## config.mk

```make
export PLATFORM = sky130hd
export DESIGN_NAME = i2c_seg_repeater
export DESIGN_NICKNAME = d
export VERILOG_FILES = /design/src/rtl/i2crep_pkg.sv /design/src/rtl/i2crep_sync.sv /design/src/rtl/i2crep_gate.sv /design/src/rtl/i2crep_line.sv /design/src/rtl/i2c_seg_repeater.sv
export SDC_FILE = /design/constraint.sdc
export NUM_CORES = 1
export LEC_CHECK = 0
export ABC_CLOCK_PERIOD_IN_PS = 1500
export BUFFER_PORTS_ARGS = -buffer_cell sky130_fd_sc_hd__buf_2
export CAP_MARGIN = 20
export CORE_MARGIN = 8
export CORE_UTILIZATION = 50
export DETAILED_ROUTE_END_ITERATION = 12
export GPL_ROUTABILITY_DRIVEN = 1
export PLACE_DENSITY = 0.72
export REMOVE_ABC_BUFFERS = 1
export SYNTH_ARGS = -nofsm -noshare
export SYNTH_HDL_FRONTEND = slang
export SYNTH_SLANG_ARGS = --single-unit
export TNS_END_PERCENT = 1
```

## constraint.sdc

```tcl
create_clock -name clk -period 1.5 [get_ports clk]
set_input_delay 0.075 -clock clk [delete_from_list [all_inputs] [get_ports clk]]
set_output_delay 0.075 -clock clk [all_outputs]
set_load 0.02 [all_outputs]
```

## src/rtl/i2crep_pkg.sv

```systemverilog
// Shared types for the segment repeater.
package i2crep_pkg;
    // Which segment currently holds a line LOW.
    typedef enum logic [1:0] {
        OWN_NONE  = 2'd0,
        OWN_SIDE0 = 2'd1,
        OWN_SIDE1 = 2'd2
    } owner_t;
endpackage

```

## src/rtl/i2crep_sync.sv

```systemverilog
// Multi-stage synchronizer for a vector of asynchronous levels.
// Assumes inputs are quasi-static relative to clk; resets to RST_VAL
// (lines idle HIGH, request connected).
module i2crep_sync #(
    parameter int          WIDTH   = 5,
    parameter int          STAGES  = 2,
    parameter logic [WIDTH-1:0] RST_VAL = '1
) (
    input  logic             clk,
    input  logic             rst_n,
    input  logic [WIDTH-1:0] d_async,
    output logic [WIDTH-1:0] q_sync
);
    logic [WIDTH-1:0] stage_q [STAGES];

    generate
        for (genvar s = 0; s < STAGES; s++) begin : g_stage
            // One flop rank of the chain.
            always_ff @(posedge clk) begin
                if (!rst_n) stage_q[s] <= RST_VAL;
                else if (s == 0) stage_q[s] <= d_async;
                else stage_q[s] <= stage_q[(s == 0) ? 0 : s-1];
            end
        end
    endgenerate

    assign q_sync = stage_q[STAGES-1];
endmodule

```

## src/rtl/i2crep_gate.sv

```systemverilog
// Link gate: watches bus 0 for START/STOP and latches the connect request
// only while no transfer is open. Assumes synchronized inputs.
module i2crep_gate (
    input  logic clk,
    input  logic rst_n,
    input  logic req_s,
    input  logic sda_s,
    input  logic scl_s,
    output logic link_en,
    output logic busy
);
    logic sda_q;
    logic start_seen;
    logic stop_seen;

    // Edge qualification against the previous data sample.
    assign start_seen = scl_s &&  sda_q && !sda_s;
    assign stop_seen  = scl_s && !sda_q &&  sda_s;

    // Previous data sample, transfer flag and gated link state.
    always_ff @(posedge clk) begin
        if (!rst_n) begin
            sda_q   <= 1'b1;
            busy    <= 1'b0;
            link_en <= 1'b1;
        end else begin
            sda_q <= sda_s;
            if (start_seen)     busy <= 1'b1;
            else if (stop_seen) busy <= 1'b0;
            if (!busy && !start_seen) link_en <= req_s;
        end
    end

    // the link does not move while a transfer is open.
    p_link_frozen_r7: assert property (@(posedge clk) disable iff (!rst_n)
        busy |=> $stable(link_en));
    // a START always opens a transfer.
    p_start_opens_r8: assert property (@(posedge clk) disable iff (!rst_n)
        start_seen |=> busy);
    // a STOP always closes a transfer.
    p_stop_closes_r8: assert property (@(posedge clk) disable iff (!rst_n)
        stop_seen |=> !busy);
endmodule

```

## src/rtl/i2crep_line.sv

```systemverilog
// One line channel: ownership tracking between two segments.
// The first side seen LOW owns the line; only the other side is driven.
// After a release, the formerly driven side is ignored for HOLD cycles
// so its own LOW, still in the synchronizer, is not echoed back.
module i2crep_line
    import i2crep_pkg::*;
#(
    parameter int HOLD = 3
) (
    input  logic clk,
    input  logic rst_n,
    input  logic link_en,
    input  logic s0_in,
    input  logic s1_in,
    output logic s0_oe,
    output logic s1_oe
);
    localparam int HW = $clog2(HOLD + 1);

    owner_t          state;
    logic [HW-1:0]   hold_cnt;
    logic            blank_s1;
    logic            hold_act;
    logic            s0_low;
    logic            s1_low;

    // Qualified LOW seen on each side, masking the just-released side.
    always_comb begin
        hold_act = (hold_cnt != '0);
        s0_low   = !s0_in && !(hold_act && !blank_s1);
        s1_low   = !s1_in && !(hold_act &&  blank_s1);
    end

    // Ownership state, hold-off counter and blanked side.
    always_ff @(posedge clk) begin
        if (!rst_n) begin
            state    <= OWN_NONE;
            hold_cnt <= '0;
            blank_s1 <= 1'b0;
        end else if (!link_en) begin
            state    <= OWN_NONE;
            hold_cnt <= '0;
        end else begin
            case (state)
                OWN_NONE: begin
                    if (hold_act) hold_cnt <= hold_cnt - 1'b1;
                    if (s0_low) begin
                        state    <= OWN_SIDE0;
                        hold_cnt <= '0;
                    end else if (s1_low) begin
                        state    <= OWN_SIDE1;
                        hold_cnt <= '0;
                    end
                end
                OWN_SIDE0: begin
                    if (s0_in) begin
                        state    <= OWN_NONE;
                        hold_cnt <= HW'(HOLD);
                        blank_s1 <= 1'b1;
                    end
                end
                OWN_SIDE1: begin
                    if (s1_in) begin
                        state    <= OWN_NONE;
                        hold_cnt <= HW'(HOLD);
                        blank_s1 <= 1'b0;
                    end
                end
                default: state <= OWN_NONE;
            endcase
        end
    end

    assign s0_oe = (state == OWN_SIDE1);
    assign s1_oe = (state == OWN_SIDE0);

    // a new drive on side 1 follows a LOW sampled on side 0.
    p_drive1_cause_r2: assert property (@(posedge clk) disable iff (!rst_n)
        $rose(s1_oe) |-> !$past(s0_in));
    // a new drive on side 0 follows a LOW sampled on side 1.
    p_drive0_cause_r2: assert property (@(posedge clk) disable iff (!rst_n)
        $rose(s0_oe) |-> !$past(s1_in));
    // releasing side 1 is never followed by driving side 0.
    p_no_echo1_r3: assert property (@(posedge clk) disable iff (!rst_n)
        $fell(s1_oe) |=> !s0_oe);
    // releasing side 0 is never followed by driving side 1.
    p_no_echo0_r3: assert property (@(posedge clk) disable iff (!rst_n)
        $fell(s0_oe) |=> !s1_oe);
    // the drive holds while the owner side stays LOW.
    p_hold_owner_r4: assert property (@(posedge clk) disable iff (!rst_n)
        (s1_oe && !s0_in && link_en) |=> s1_oe);
    // a dropped link releases both sides.
    p_unlink_release_r6: assert property (@(posedge clk) disable iff (!rst_n)
        !link_en |=> (!s0_oe && !s1_oe));
endmodule

```

## src/rtl/i2c_seg_repeater.sv

```systemverilog
// Two-channel direction-less repeater between I2C segments 0 and 1.
// Lines are open drain: *_oe = 1 pulls the wire LOW. Bus 0 is the
// master side used for START/STOP tracking. Assumes external pull-ups.
module i2c_seg_repeater #(
    parameter int SYNC_STAGES = 2,
    parameter int RISE_CYCLES = 1
) (
    input  logic clk,
    input  logic rst_n,
    input  logic link_req,
    input  logic b0_sda_i,
    input  logic b0_scl_i,
    input  logic b1_sda_i,
    input  logic b1_scl_i,
    output logic b0_sda_oe,
    output logic b0_scl_oe,
    output logic b1_sda_oe,
    output logic b1_scl_oe
);
    localparam int NLINES = 2;
    localparam int HOLD   = SYNC_STAGES + RISE_CYCLES;
    localparam int SW     = 2 * NLINES + 1;

    logic [SW-1:0]     raw_v;
    logic [SW-1:0]     syn_v;
    logic [NLINES-1:0] side0_s, side1_s, side0_oe, side1_oe;
    logic              req_s, link_en, busy;

    // Bit order: line 0 = data, line 1 = clock.
    assign raw_v = {link_req, b1_scl_i, b1_sda_i, b0_scl_i, b0_sda_i};

    i2crep_sync #(.WIDTH(SW), .STAGES(SYNC_STAGES), .RST_VAL('1)) u_sync (
        .clk(clk), .rst_n(rst_n), .d_async(raw_v), .q_sync(syn_v)
    );

    assign side0_s = syn_v[1:0];
    assign side1_s = syn_v[3:2];
    assign req_s   = syn_v[4];

    i2crep_gate u_gate (
        .clk(clk), .rst_n(rst_n), .req_s(req_s),
        .sda_s(side0_s[0]), .scl_s(side0_s[1]),
        .link_en(link_en), .busy(busy)
    );

    generate
        for (genvar l = 0; l < NLINES; l++) begin : g_line
            i2crep_line #(.HOLD(HOLD)) u_line (
                .clk(clk), .rst_n(rst_n), .link_en(link_en),
                .s0_in(side0_s[l]), .s1_in(side1_s[l]),
                .s0_oe(side0_oe[l]), .s1_oe(side1_oe[l])
            );
        end
    endgenerate

    assign b0_sda_oe = side0_oe[0];
    assign b0_scl_oe = side0_oe[1];
    assign b1_sda_oe = side1_oe[0];
    assign b1_scl_oe = side1_oe[1];

    // nothing is driven in the cycle right after reset.
    p_quiet_after_reset_r1: assert property (@(posedge clk)
        !$past(rst_n) |-> (side0_oe == '0 && side1_oe == '0));
    // a drive on one line needs that line LOW on the far side.
    p_data_needs_low_r9: assert property (@(posedge clk) disable iff (!rst_n)
        $rose(b1_sda_oe) |-> !$past(side0_s[0]));
endmodule

```

== Word-level counts from Yosys, hierarchy flattened ==
Memory sizes are Yosys's and may differ from the RTL's.
Index checks and enable logic that the tools add are counted.
W data, S select, Z words.
Word-level totals
  word-level logic and storage cells: 102
  memories kept: 1
  register bits: 13
  input port bits: 7
  memory bits (writable): 10
  output and inout port bits: 4
Cells by class
  bitwise gates (word level): 2
  add/subtract/negate cells: 2
  reduce and logical (&&, ||, !) cells: 42
  equality and inequality tests: 12
  muxes and demuxes: 34
Memory list
  u_sync.stage_q: depth 2, width 5, read ports 2, clocked after memory_dff 0, wr ports 2, line i2crep_sync.sv:14  | logic [WIDTH-1:0] stage_q [STAGES];
Operator list (count)
  $mux W2: 18
  $pmux W2 S3: 4
  $reduce_and A4 Y1: 4
  $logic_and A1 B1 Y1: 13
  $logic_not A1 Y1: 13
  $mux W5: 2
  $reduce_bool A2 Y1: 5
  $mux W1: 8
  $ne A2 B1 Y1 const B: 4
  $ne A4 B1 Y1 const B: 2
  $ne A3 B1 Y1 const B: 2
  $reduce_and A3 Y1: 2
  $reduce_bool A3 Y1: 2
  $eq A2 B1 Y1 const B: 2
  $eq A2 B2 Y1 const B: 2
  $logic_not A2 Y1: 2
  $pmux W1 S2: 2
  $sub A2 B1 Y2 const B: 2
  $or A1 B1 Y1: 2
  $reduce_and A2 Y1: 1

== Depth between registers and ports, before layout ==
Gate-level depths: netlist (run 1).
  depth after elaboration: 7
  gate-level depth with buffers: 6
  depth with buffers taken out: 6

== Hierarchy ==
From an unflattened synthesis (run 1), not the netlist that was laid out.
Second synthesis, totals
  cell total of the unflattened synthesis: 117
  area, all modules: 1123.6 µm²
Modules (own cells, without submodules)
  i2crep_line: cells an instance 42, area each 370.4 µm², times used 2
  i2crep_sync: cells an instance 20, area each 262.8 µm², times used 1
  i2crep_gate: cells an instance 13, area each 120.1 µm², times used 1

== Worst setup path before layout (run 1) ==
No wires, ideal clock.
  path type: reg-to-reg
  start point: reg g_line[0].u_line.state[1]
  end point: reg g_line[0].u_line.hold_cnt[0]
  setup slack: -0.009 ns
  data arrival time: 1.384 ns
  library setup time: 0.125 ns
  path buffers: 0
  clock period less this slack: 1.509 ns
  stages on the path, launching flop included: 6
  path through: dfxtp_1 inv_1 ha_1 a221o_1 a211oi_1 a211oi_1
On the way
  longest elaborated chain between the ends: 3
Ends and longest elaborated chain
  from (decl): line i2crep_line.sv:20  | owner_t state;
  from (signal assigned): line i2crep_line.sv:37  | state <= OWN_NONE;
  from (signal assigned): line i2crep_line.sv:41  | state <= OWN_NONE;
  from (signal assigned): line i2crep_line.sv:48  | state <= OWN_SIDE0;
  $eq A2 B1 Y1 (*)
  via b1_sda_oe: line i2c_seg_repeater.sv:17  | output logic b1_sda_oe,
  $ne A2 B1 Y1 (no source line) or $reduce_bool A3 Y1 (tied branches)
  $reduce_and A4 Y1 (no source line)
  to (signal assigned): line i2crep_line.sv:46  | if (hold_act) hold_cnt <= hold_cnt - 1'b1;
  to (signal assigned): line i2crep_line.sv:58  | hold_cnt <= HW'(HOLD);
  to (signal assigned): line i2crep_line.sv:65  | hold_cnt <= HW'(HOLD);
  to (decl): line i2crep_line.sv:21  | logic [HW-1:0] hold_cnt;
Mark *: on every way through the listed nets, which the timed path passes. The rest lies on a longest branch.
A chain may end at the register's enable or synchronous reset.

== Worst setup path after layout (run 1) ==
  start point: reg g_line[0].u_line.hold_cnt[1]
  end point: reg g_line[0].u_line.hold_cnt[1]
On the way
  longest elaborated chain between the ends: 7
Ends and longest elaborated chain
  parallel branches: the longest is 7 deep, another holds $sub A2 B1 Y2
Parallel ways; which one is timed is not known. The select of a mux whose other input is x is not followed.

==> impl_metrics.ini, run 1 <==
[worst_setup_path]
arrival_ps = 1740
crit_type = reg -> reg
crit_fanout = 4
cp-end-kind = flop
rrSetupSlack_ps = -40
cp-start-kind = flop
critical_path_required_ps = 1700

[synth]
syn_avg_cell_area_sq_um = 9.596
synthCells = 112
synth_area_sq_um = 1075
yosysUniqueCellTypes = 27
ys_seq_elements = 23
yosysSeqAreaShare = 0.4284
yosysWarnings = 0

[place]
placed_cells = 154
hpwl_um = 1463
portBuffers = 10
gp_congestion = 0.8314

[global_routing]
grt_pass1_vias = 885
grt_pass1_wl_um = 3719
antenna_found_initial = 0
grt.total_usage = 0.1117
grt.overflow.total = 0
grt_start_max_net_pins = 16

[finish]
layout_common_cells = dfxtp_1 (17), nand2b_1 (12), buf_2 (10), buf_4 (10)
fin_cells = 166
drive_gt1_frac = 0.3597
layout.nets = 157
nFillCells = 164
antenna_cells = 0
syn2layout_area_growth_pct = 30.85
final_common_cell = dfxtp_1

[pwr]
powerDensity_nw_per_um2 = 1244
ir_drop_v = 0.0006772
p_leak_nw = 0.6132

[timing]
fin_crit_ps = 1540
max_clock_freq_mhz = 649.4
rsz0062_at_grt = true
timing_worst_slew_pin_value_ps = 335.2
slew_viol_final = 0
timing.final.crit_share = 1.027
hold_violations = 0
fin_skew_ps = 11.53
fin_ws_ps = -39.97
setup_violations = 1
totalNegativeSetupSlack_ps = -39.97
slew_headroom = 0.7762

[routing]
drtAntennaViolNets = 0
wl_um = 2231
drt_first_pass_iters = 4
drtIter0Drc = 34
drcViolationCount = 0
dr_total_vias = 906
wire_per_inst_um = 13.44
vias_per_cell = 5.458

[floorplan]
ios = 11
die_y_um = 62.37
rows = 16
start_util = 0.5369
die_w_um = 62.37
core_area_sq_um = 2002
die_area_sq_um = 3889

[cts]
clockRootBuffer = clkbuf_4
clk_latency_ps = 300
htreeDepth = 1
cts_made_buffers = 3
cts_sinks = 23
cts_tree = yes
cts.clk_slew.worst_paths_ps = 120
clk_path_buf_depth = 2

[job]
cap_violations = 0

[run_status]
violations = negative setup slack
status = finished with violations

[min_path]
hold_class = in -> reg
==> synth_stat cells <==
master      n  area, sq um
nor2_2      1        6.260
a21oi_1     3        15.01
a221o_1     1        10.01
nor2b_1     3        18.77
nor3_1      1        5.000
nor2_1      7        26.28
a31oi_1     4        25.02
a41o_1      4        40.04
inv_2       1        3.750
inv_1      11        41.29
nand2_1     3        11.26
nor4_1      1        6.260
o21ai_0     5        25.02
clkbuf_1    1        3.750
a311oi_1    2        17.52
o211a_1     2        20.02
a211oi_1    8        60.06
a21bo_2     1        10.01
dfxtp_1    23        460.4
and2_1      1        6.260
a2bb2oi_1   1        8.760
ha_1       10        125.1
buf_2       1        5.000
a22oi_2     1        12.51
mux2i_1     3        30.03
nand2b_1   12        75.07
o22ai_1     1        6.260
==> logic make-up after synthesis <==
| group | count (synthesis) | share of synthesized area |
|---|---|---|
| flops | 23 | 0.4284 |
| mux | 3 | 0.02794 |
| fa+ha+maj | 10 | 0.1164 |
| buf+inv | 14 | 0.05005 |
| compound gates | 33 | 0.2328 |
| simple gates | 29 | 0.1444 |
==> path summary, 6_finish.rpt <==
kind / start / endpoint / cells past startpoint
max: g_line[0].u_line.hold_cnt[1] / g_line[0].u_line.hold_cnt[1] / 6
min: rst_n / u_gate.link_en / 2
max reg2reg: g_line[0].u_line.hold_cnt[1] / g_line[0].u_line.hold_cnt[1] / 6
min reg2reg: u_sync.stage_q[0][1] / u_sync.stage_q[1][1] / 1
==> state kept, by name, indices dropped and copies added (netlist names) <==
| signal | cells |
|---|---|
| g_line.u_line.state | 4 |
| g_line.u_line.blank_s1 | 2 |
| g_line.u_line.hold_cnt | 4 |
| u_gate.busy | 1 |
| u_sync.stage_q | 10 |
| u_gate.sda_q | 1 |
| u_gate.link_en | 1 |
==> metal layers <==
layer / share of wire / vias to the layer above / GRT usage
met5: 0 / - / 0
li1: - / 457 / -
met4: 0.011 / 0 / 0.03704
met3: 0.040 / 4 / 0.03226
met2: 0.50 / 21 / 0.1863
met1: 0.45 / 424 / 0.1335
==> cell type report <==
cell class / instances / area (sq um) / area share
timing repair buffer: 25 / 175.2 / 0.1246
clock buffer: 4 / 26.28 / 0.01868
sequential: 23 / 473.0 / 0.3363
multi-input combinational: 75 / 650.6 / 0.4626
tap: 27 / 33.78 / 0.02402
inverter: 12 / 47.55 / 0.03381
==> timing repair <==
item	4_1_cts	5_1_grt
pin swaps	2	9
setup endpoints to repair	6	10
setup buffers	0	3
hold endpoints to repair	5	0
gates resized for setup	9	26
hold buffers	5	0
==> metrics by stage <==
stage	util	hold slack, ps	total power [mW]	setup WS, ps	cell area [sq um]
2_1_floorplan	-	136.9	1.131	-8.616	1066
3_3_place_gp	0.6006	254.9	1.286	-3.291	1202
3_5_place_dp	0.6006	260.6	1.316	-83.83	1202
4_1_cts	0.6531	55.93	1.643	1.415	1308
5_1_grt	0.7025	68.23	1.870	-89.03	1406
6_report	0.7025	60.61	1.749	-39.97	1406
==> worst max-delay path: stages, from the launching register on <==
cell      delay [ps]
dfxtp_2          340
inv_2             50
ha_4             160
a41o_1           250
a221o_1          340
a211oi_2         240
a211oi_2          50
==> power breakdown <==
| group | internal [mW] | switching, mW |
|---|---|---|
| combinational | 0.380 | 0.347 |
| clock | 0.104 | 0.167 |
| sequential | 0.698 | 0.0541 |
| total | 1.18 | 0.568 |
No activity file was read; power rests on OpenSTA's default activity.
==> run 2, diff against run 1 <==
Settings changed: ABC_CLOCK_PERIOD_IN_PS 1500 to 1350.
Clock period 1.5 ns to 1.35 ns, I/O delays scaled along.
==> run 2 against run 1 <==
The flow still finishes with violations (negative setup slack). Sequential share of layout area down 2.7 points. Critical path type unchanged. Fmax up 3.6%. Die area unchanged. Wire length up 16%. Via count up 6.5%. First-iteration DRC count up 47%. Worst hold slack worse by 23 ps. Largest power group is now combinational logic. Final area up 8.3%. Critical path depth down 1. Clock power up 21%. Total power up 18%. Non-clock buffer count up 14.
==> impl_metrics.ini, run 2 (synthesis results as in run 1) <==
[run_status]
status = finished with violations
violations = negative setup slack

[timing]
max_clock_freq_mhz = 673.0
fin_ws_ps = -135.9
timing_worst_slew_pin_value_ps = 351.5
holdWs_ps = 37.97
fin_skew_ps = 6.292
rsz0062_at_grt = true
timing.final.crit_share = 1.101
fin_crit_ps = 1486
slew_headroom = 0.7657
slew_viol_final = 0
setup_violations = 9
hold_violations = 0

[floorplan]
rows = 16
die_y_um = 62.37
core_area_sq_um = 2002
die_w_um = 62.37
die_area_sq_um = 3889
start_util = 0.5369
ios = 11

[finish]
layout_common_cells = buf_4 (24), dfxtp_1 (16), nand2b_1 (11), buf_2 (9), nor2_1 (7)
syn2layout_area_growth_pct = 41.68
reg_top3 = u_sync.stage_q: 10 flops, g_line.u_line.hold_cnt: 4 flops, g_line.u_line.state: 4 flops
largest_reg_flops = 10
largest_register = u_sync.stage_q
antenna_cells = 0
layout.nets = 171
nFillCells = 131
final_common_cell = buf_4
drive_gt1_frac = 0.4444

[pwr]
switching_share = 0.3332
ir_drop_v = 0.0009991
power.internal_mw = 1.378
p_clk_frac = 0.159
power.total_mw = 2.067
combPwrFrac = 0.437
p_switching_uw = 688.8
p_leak_nw = 0.6837
powerDensity_nw_per_um2 = 1357
seqPwrFrac = 0.404

[worst_setup_path]
path_buf_inv = 1
slowest_delay_ps = 350
cp-start-kind = flop
cp_top_family = compound AO/OA/AOI/OAI gates
arrival_ps = 1720
slowest_stage = dfxtp_2
rrSetupSlack_ps = -140
critical_path_required_ps = 1580
endpoint = g_line[0].u_line.hold_cnt[0]
worstPathCellList = inv_2, ha_4, a41o_1, a221o_1, a211oi_1
crit_type = reg -> reg
crit_fanout = 4
reg2reg_depth = 5
cp-end-kind = flop
crit_start = g_line[0].u_line.hold_cnt[1]
worstReg2RegEnd = g_line[0].u_line.hold_cnt[0]
cp.depth = 5
r2r_start = g_line[0].u_line.hold_cnt[1]

[global_routing]
grt_start_max_net_pins = 16
grt.total_usage = 0.1288
antenna_found_initial = 0
grt_pass1_wl_um = 4146
grt_pass1_vias = 935
grt.overflow.total = 0

[cts]
cts_tree = yes
htreeDepth = 1
cts.clk_slew.worst_paths_ps = 130
clk_latency_ps = 320
cts_sinks = 23
cts_made_buffers = 3
clk_path_buf_depth = 2
clockRootBuffer = clkbuf_4

[min_path]
hold_class = in -> reg

[job]
cap_violations = 0

[routing]
wl_um = 2597
drtIter0Drc = 50
wire_per_inst_um = 14.43
drtAntennaViolNets = 0
dr_total_vias = 965
drcViolationCount = 0
vias_per_cell = 5.361
drt_first_pass_iters = 4

[place]
hpwl_um = 1710
gp_congestion = 0.8491
portBuffers = 10
## run 2: final cells by class
class                   instances  area, sq um  area share
inverters                      12        45.04     0.02958
well taps                      27        33.78     0.02219
flip-flops and latches         23        471.7      0.3098
repair buffers                 39        286.5      0.1882
clock buffers                   3        22.52     0.01479
clock inverters                 1        7.507    0.004930
multi-input cells              75        655.6      0.4306
## run 2: how the worst min path moves through the flow
stage	start	slack (ps)	endpoint	cells after the start
3_5_place_dp	b1_scl_i	250	u_sync.stage_q[0][3]	2
2_1_floorplan	rst_n	130	u_gate.link_en	1
4_1_cts	rst_n	20	u_gate.link_en	2
6_report	rst_n	40	u_gate.link_en	2
5_1_grt	rst_n	30	u_gate.link_en	2
3_3_place_gp	b1_scl_i	250	u_sync.stage_q[0][3]	2
## run 2: per-stage QoR
stage                     area [sq um]  utilization  cells  setup slack, ps  setup TNS [ps]
final                             1523       0.7606    180           -135.9          -688.6
after global routing              1523       0.7606    180           -192.9           -1170
after CTS                         1511       0.7550    180           -77.68          -321.7
after detailed placement          1308       0.6531    168           -217.2           -1417
after global placement            1308       0.6531    168           -134.9          -671.4
after floorplan                   1066            -    110           -158.6           -1076
## run 2: worst register-to-register path, stage by stage (launching register included)
cell and delay [ps]:
dfxtp_2 350, inv_2 50, ha_4 160, a41o_1 240, a221o_1 330, a211oi_1 280
## run 2: power groups by stage
stage	Clock [mW]	Sequential, mW	Combinational [mW]
after detailed placement	0	0.832	0.683
final	0.329	0.835	0.903
after global routing	0.368	0.845	0.982
after CTS	0.348	0.835	0.855
after floorplan	0	0.822	0.436
after global placement	0	0.825	0.648
## run 2: layer usage
metal / share of wire / up-vias / GRT usage / wire length (um)
met2: 0.47 / 36 / 0.2135 / 1217
met1: 0.45 / 436 / 0.1452 / 1179
met5: 0 / - / 0 / 0
met4: 0.018 / 0 / 0.05128 / 46
li1: - / 485 / - / -
met3: 0.059 / 8 / 0.04839 / 153
## run 2: timing repair
action	4_1_cts	5_1_grt
hold endpoints to repair	5	0
hold buffers	5	0
setup buffers	3	0
setup endpoints to repair	11	12
pin swaps	13	1
gates resized for setup	32	5
==> run 3, diff against run 2 <==
Settings changed: CORE_MARGIN 8 to 2, RECOVER_POWER set to 100.
==> run 3 against run 2 <==
Clock-buffer cell count unchanged. Non-clock buffer count decreased by 1. The flow still finishes with violations (negative setup slack). Flip-flop and latch count stayed put.
==> impl_metrics.ini, run 3 (synthesis results as in run 1) <==
[run_status]
status = finished with violations
violations = negative setup slack

[routing]
wire_per_inst_um = 14.69
drcViolationCount = 0
wl_um = 2629
drtAntennaViolNets = 0
vias_per_cell = 5.520
drtIter0Drc = 25
drt_first_pass_iters = 4
dr_total_vias = 988

[min_path]
hold_class = in -> reg
worstHoldPathCells = 2

[finish]
drive_gt1_frac = 0.4276
antenna_cells = 0
reg_top3 = u_sync.stage_q: 10 flops, g_line.u_line.hold_cnt: 4 flops, g_line.u_line.state: 4 flops
largest_register = u_sync.stage_q
multi_input_area_sq_um = 664.4
nFillCells = 157
layout.nets = 170
layout_common_cells = buf_4 (22), dfxtp_1 (17), nand2b_1 (11), buf_2 (8)
syn2layout_area_growth_pct = 41.09
largest_reg_flops = 10
ff_latch_area_sq_um = 467.9
final_common_cell = buf_4

[timing]
timing_worst_slew_pin_value_ps = 332.5
max_clock_freq_mhz = 668.6
rsz0062_at_grt = true
fin_ws_ps = -145.7
slew_headroom = 0.7784
fin_skew_ps = 13.76
setup_violations = 10
slew_viol_final = 0
hold_violations = 0
totalNegativeSetupSlack_ps = -756.5
fin_crit_ps = 1496
timing.final.crit_share = 1.108

[global_routing]
grt_pass1_vias = 1005
grt_pass1_wl_um = 4485
antenna_found_initial = 0
grt.overflow.total = 0
grt.total_usage = 0.2343
grt_start_max_net_pins = 16

[floorplan]
die_w_um = 50.37
die_area_sq_um = 2537
core_area_sq_um = 2002
die_y_um = 50.37
start_util = 0.5369
rows = 16
ios = 11

[worst_setup_path]
reg2reg_depth = 6
cp-start-kind = flop
crit_type = reg -> reg
cp-end-kind = flop
critical_path_required_ps = 1570
crit_fanout = 4
arrival_ps = 1710

[pwr]
p_switching_uw = 696.3
powerDensity_nw_per_um2 = 1353
p_leak_nw = 0.6792
seqPwrFrac = 0.408
p_clk_frac = 0.163
switching_share = 0.3393
combPwrFrac = 0.429
ir_drop_v = 0.001108
power.internal_mw = 1.356

[cts]
clk_path_buf_depth = 2
clockRootBuffer = clkbuf_4
cts_tree = yes
cts.clk_slew.worst_paths_ps = 140
cts_sinks = 23
clk_latency_ps = 320
cts_made_buffers = 3
htreeDepth = 1

[place]
hpwl_um = 1692
portBuffers = 10
pre_cts_ws_ps = -219.3
gp_congestion = 0.8258

[job]
cap_violations = 0
==> run 3: cell type report <==
type | count | area share
clock buffer | 3 | 0.01485
clock inverter | 1 | 0.004951
tap | 27 | 0.02228
multi-input combinational | 75 | 0.4381
timing repair buffer | 38 | 0.1815
sequential | 23 | 0.3086
inverter | 12 | 0.02970
==> run 3: what timing repair did <==
item | in CTS | in global routing
pin swaps | 13 | 1
hold endpoints to repair | 5 | 0
setup buffers | 2 | 0
hold buffers | 5 | 0
resized for setup | 28 | 8
endpoints found under the setup margin | 11 | 12
==> run 3: routing by layer <==
layer / GRT usage / vias to the layer above / share of wire / wire length (um)
li1: - / 485 / - / -
met1: 0.2799 / 461 / 0.42 / 1109
met2: 0.4189 / 38 / 0.51 / 1343
met3: 0.05952 / 4 / 0.059 / 155
met4: 0.05405 / 0 / 0.0080 / 21
met5: 0 / - / 0 / 0
==> run 3: power groups by stage <==
| stage | sequential (mW) | clock (mW) | combinational [mW] |
|---|---|---|---|
| floorplan | 0.822 | 0 | 0.436 |
| global placement | 0.825 | 0 | 0.647 |
| detailed placement | 0.832 | 0 | 0.689 |
| CTS | 0.832 | 0.345 | 0.824 |
| global route | 0.845 | 0.369 | 0.980 |
| finish | 0.837 | 0.335 | 0.880 |
==> run 3: critical path, stage by stage (launching register included) <==
cell and delay (ps):
dfxtp_2 360, inv_2 50, ha_4 150, a41o_1 230
a221o_1 350, a211oi_2 190, a211oi_2 60
==> run 3: metrics by stage <==
stage          total power [mW]  cells  instance area [sq um]  hold slack, ps    util
2_1_floorplan             1.257    110                   1066           129.4       -
3_3_place_gp              1.472    168                   1308           247.6  0.6531
3_5_place_dp              1.522    168                   1308           251.2  0.6531
4_1_cts                   2.001    179                   1491           34.08  0.7450
5_1_grt                   2.195    179                   1516           52.88  0.7575
6_report                  2.052    179                   1516           37.05  0.7575
==> run 3: worst paths after layout <==
path,startpoint,endpoint,slack (ps)
min,rst_n,u_gate.sda_q,40
max reg2reg,g_line[0].u_line.hold_cnt[1],g_line[0].u_line.hold_cnt[1],-150
max,g_line[0].u_line.hold_cnt[1],g_line[0].u_line.hold_cnt[1],-150
min reg2reg,u_sync.stage_q[0][3],u_sync.stage_q[1][3],420
